$ cat config.mk
export PLATFORM = sky130hd
export DESIGN_NAME = startup_supervisor
export DESIGN_NICKNAME = d
export VERILOG_FILES = /design/src/rtl/startup_supervisor.sv
export SDC_FILE = /design/constraint.sdc
export NUM_CORES = 1
export LEC_CHECK = 0
export BUFFER_PORTS_ARGS = -buffer_cell sky130_fd_sc_hd__buf_4
export CAP_MARGIN = 5
export CORE_MARGIN = 5
export CORE_UTILIZATION = 25
export CTS_CLUSTER_SIZE = 28
export DETAILED_ROUTE_END_ITERATION = 16
export SLEW_MARGIN = 20
export SYNTH_ARGS = -nofsm -noshare
export SYNTH_HDL_FRONTEND = slang
export SYNTH_SLANG_ARGS = --single-unit
export TNS_END_PERCENT = 100
$ cat constraint.sdc
create_clock -name clk -period 3.72 [get_ports clk]
set_clock_uncertainty 0.2 [all_clocks]
set_input_delay 0.744 -clock clk [delete_from_list [all_inputs] [get_ports clk]]
set_output_delay 0.744 -clock clk [all_outputs]
set_load 0.01 [all_outputs]
$ cat src/rtl/startup_supervisor.sv
module startup_supervisor #(
  parameter int WINDOW = 256
) (
  input  logic       clk,
  input  logic       rst_n,
  input  logic       tick_1ms,
  input  logic       rst_released,
  input  logic       line_level,
  input  logic       wdg_init,
  input  logic       flash_pending,
  input  logic       reset_event,
  input  logic       wake,
  output logic [2:0] mode,
  output logic       restart_req,
  output logic       thr_high_req
);
  localparam int CW = $clog2(WINDOW + 1);
  localparam logic [2:0] M_START = 3'd0, M_NORMAL = 3'd1, M_FLASH = 3'd2,
                         M_RESTART = 3'd3, M_FAILSAFE = 3'd4;

  logic          attempt;
  logic [CW-1:0] win_cnt, clamp_cnt;

  wire line_up  = rst_released && line_level;
  wire line_low = rst_released && !line_level;
  wire win_to   = line_up  && tick_1ms && (win_cnt   == CW'(WINDOW - 1));
  wire clamp_to = line_low && tick_1ms && (clamp_cnt == CW'(WINDOW - 1));

  assign restart_req  = (mode == M_RESTART);
  assign thr_high_req = (mode == M_RESTART);

  always_ff @(posedge clk or negedge rst_n) begin
    if (!rst_n) begin
      mode    <= M_START;
      attempt <= 1'b0;
    end else begin
      case (mode)
        M_START: begin
          if (clamp_to) mode <= M_FAILSAFE;
          else if (line_up && wdg_init) begin
            mode    <= flash_pending ? M_FLASH : M_NORMAL;
            attempt <= 1'b0;
          end else if (win_to) begin
            if (attempt) mode <= M_FAILSAFE;
            else begin
              mode    <= M_RESTART;
              attempt <= 1'b1;
            end
          end
        end
        M_NORMAL, M_FLASH: if (reset_event) mode <= M_START;
        M_RESTART: mode <= M_START;
        M_FAILSAFE: if (wake) begin
          mode    <= M_START;
          attempt <= 1'b0;
        end
        default: mode <= M_START;
      endcase
    end
  end

  always_ff @(posedge clk or negedge rst_n) begin
    if (!rst_n) begin
      win_cnt   <= '0;
      clamp_cnt <= '0;
    end else if (mode != M_START) begin
      win_cnt   <= '0;
      clamp_cnt <= '0;
    end else begin
      if (line_up && tick_1ms) win_cnt <= win_cnt + 1'b1;
      if (!line_low) clamp_cnt <= '0;
      else if (tick_1ms) clamp_cnt <= clamp_cnt + 1'b1;
    end
  end

  assert_restart_one_cycle_R4: assert property (@(posedge clk) disable iff (!rst_n)
    mode == M_RESTART |=> mode == M_START);

  assert_failsafe_sticky_R8: assert property (@(posedge clk) disable iff (!rst_n)
    (mode == M_FAILSAFE && !wake) |=> mode == M_FAILSAFE);

  assert_normal_entry_R3: assert property (@(posedge clk) disable iff (!rst_n)
    (mode == M_NORMAL && $past(mode) == M_START) |-> ($past(wdg_init) && !$past(flash_pending)));

  assert_failsafe_from_start_R5: assert property (@(posedge clk) disable iff (!rst_n)
    (mode == M_FAILSAFE && $past(mode) != M_FAILSAFE) |-> $past(mode) == M_START);

  assert_restart_first_try_R10: assert property (@(posedge clk) disable iff (!rst_n)
    $rose(restart_req) |-> ($past(mode) == M_START && !$past(attempt)));

  assert_window_bound_R4: assert property (@(posedge clk) disable iff (!rst_n)
    win_cnt <= CW'(WINDOW));
endmodule

==> metrics.cfg <==
[clocking]
cts_sinks = 22
cts_buffers = 3
htreeDepth = 1
cts.reportedPaths.clkPinSlew_ns = 0.08
clk_path_buf_depth = 2
postCtsResizedCells = 0
cts_root_buffer = clkbuf_8
clkLatencyLatePin_ns = 0.26
tritoncts = done
cts_hold_buffers = 0
cts_setup_buffers = 0

[global_route]
grt_pass1_wl_um = 4146
grt_util_all_layers = 0.08142
grt_max_degree = 23
antenna_found_initial = 0
grt_pass1_vias = 914
grt.overflow.total = 0

[cells_and_area]
multiInputGateArea_sq_um = 598.1
antenna_cells = 0
areaGrowthSynthToFinish_pct = 14.66
drive_gt1_frac = 0.1439
seqCellArea_sq_um = 550.5
nets = 153
fillers = 495
finish.instance_area_sq_mm = 0.001380

[logic_synthesis]
syn_area_sq_mm = 0.001204
synth_top_cells_by_count = dfrtp_1 (22), nor2_1 (13), nand2_1 (12)
seq_area_frac_synth = 0.4574
synthCells = 128
yosysTopAreaCell = dfrtp_1
synth-async-reset-ratio = 1.000
synth_area_leaders = dfrtp_1 (46%), a21oi_1 (4.6%), ha_1 (4.2%), nor2_1 (4.1%), nand2_1 (3.7%)
synth-edff-count = 0
syn_area_per_cell_sq_um = 9.404
post-synth-top-count-cell = dfrtp_1
synth_ff_type = dfrtp_1
synth_cell_types = 34
postSynthNetCount = 141
ys_ff_latch = 22
yosys_warnings = 0
yosys.area.top_type_share = 0.4574

[timing]
worst_pin_slew_ns = 0.3767
slew_violations = 0
hold_viol_final = 0
clock.fmax_ghz = 0.4986
slew_headroom = 0.7489
fin_setup_tns_ns = 0
setup_violations = 0
min_period_over_period = 0.5391
fin_crit_ns = 2.006
grt_setup_unrepaired = no

[place]
hpwl_um = 1738
place_congestion = 0.7699
port_buffers = 13
place_area_sq_mm = 0.001325

[floorplanning]
rows = 25
die_x_um = 79.39
die_area_sq_mm = 0.006302
initial_core_util = 0.2565
die_h_um = 79.39
ios = 14
core-area_sq_mm = 0.004692

[setup_path]
startpoint = mode[2]
cp.depth = 2
critical_path_required_ns = 2.78
startpoint_type = flip-flop
crit_type = reg2out
cpLargestDelayFamily = flip-flops
crit_arrival_ns = 1.06
rr_endpoint = attempt
rrSetupSlack_ns = 1.83
critical_path.endpoint = restart_req
r2r_cells = 7
crit_chain = nor2_1 > buf_4
crit_path_top_delay_cell = dfrtp_1
crit_buf_inv = 1
rr_startpoint = win_cnt[0]
critPathMaxFanout = 11
critPathMaxStageDelay_ns = 0.49
endpoint_kind = output pin

[power_and_ir_drop]
pwr_density_cell_mw_per_mm2 = 364.1
ir_drop_mv = 0.1783
p_leak_nw = 0.5671

[route]
vias = 969
avgViaCountPerCell = 5.021
drt_pass1_iterations = 4
routedWlPerCell_um = 12.14
antenna_left = 0
drt_iter0_drc = 58
wirelength_um = 2343
drc = 0

[min_path]
min_path_type = in2async

[run]
maxCapViolations = 0

[status]
status = finished, final reports clean

## how the worst min path moves through the flow
stage                             from            to  slack (ns)  cells past startpoint
final                            rst_n       mode[0]        0.16                      1
after global routing             rst_n    win_cnt[6]        0.17                      1
after CTS                        rst_n       mode[0]        0.17                      1
after detailed placement  clamp_cnt[5]  clamp_cnt[5]        0.35                      2
after global placement    clamp_cnt[8]  clamp_cnt[8]        0.34                      2
after floorplan                  rst_n       attempt        0.25                      0
## per-layer routing
layer  global-route usage  vias to the layer above  share of wire
met4              0.02062                        0         0.0094
met2               0.1313                       13           0.44
met3              0.02709                        5          0.047
met5                    0                        -              0
li1                     -                      495              -
met1               0.1048                      456           0.51
## state kept, by name, summed over array words and instances, names as in the netlist
signal     cells
clamp_cnt      9
win_cnt        9
mode           3
attempt        1
## worst register-to-register path: stages (launching register included)
cell      delay, ns
dfrtp_1        0.39
ha_1           0.21
nand3_1        0.08
nor2_1         0.10
ha_1           0.20
a21oi_1        0.10
o311ai_0       0.31
o211ai_1       0.17
## stage by stage
stage                     hold WS [ns]    util  power, mW  cells  setup WS [ns]
final                           0.1557  0.2941     0.5025    193          1.714
after CTS                       0.1667  0.2941     0.5122    193          1.701
after global routing            0.1733  0.2941     0.5332    193          1.646
after floorplan                 0.2484       -     0.3119    128          1.857
after global placement          0.3372  0.2824     0.3379    189          1.634
after detailed placement        0.3520  0.2824     0.3402    189          1.629
## report_power, final
part	internal, mW	switching [mW]	leakage [nW]
clock network	0.0942	0.0743	0.0288
logic	0.0292	0.0383	0.238
registers	0.252	0.0142	0.300
## cells by family after synthesis
family | synth area share
adders and majority gates | 0.04158
DFF | 0.4574
muxes | 0.008316
xor gates and xnor gates | 0.04366
buffers and inverters | 0.04574
and+or+nand+nor | 0.2516
AOI/OAI and AO/OA | 0.1518
## area by class of cell
| cell class | count | share of cell area |
|---|---|---|
| tap | 54 | 0.04896 |
| multi-input combinational | 97 | 0.4334 |
| sequential | 22 | 0.3989 |
| timing repair buffer | 13 | 0.07072 |
| clock buffer | 4 | 0.03989 |
| inverter | 3 | 0.008160 |
## layout by cell type, fill, tap and decap left out, drive strengths merged, types with 2 or more instances in the layout
master,netlist,layout
or4b,2,2
or3,6,6
or4,3,3
o21ai,5,5
xor2,4,4
o31ai,3,3
nand4,6,6
xnor2,2,2
clkbuf,1,4
a211oi,2,2
dfrtp,22,22
nand2,12,12
nand3,8,8
a31oi,2,2
a21oi,11,11
nor2b,2,2
buf,5,13
ha,4,4
o41ai,2,2
nor2,13,13
inv,3,3
No activity file was read; power rests on OpenSTA's default activity.
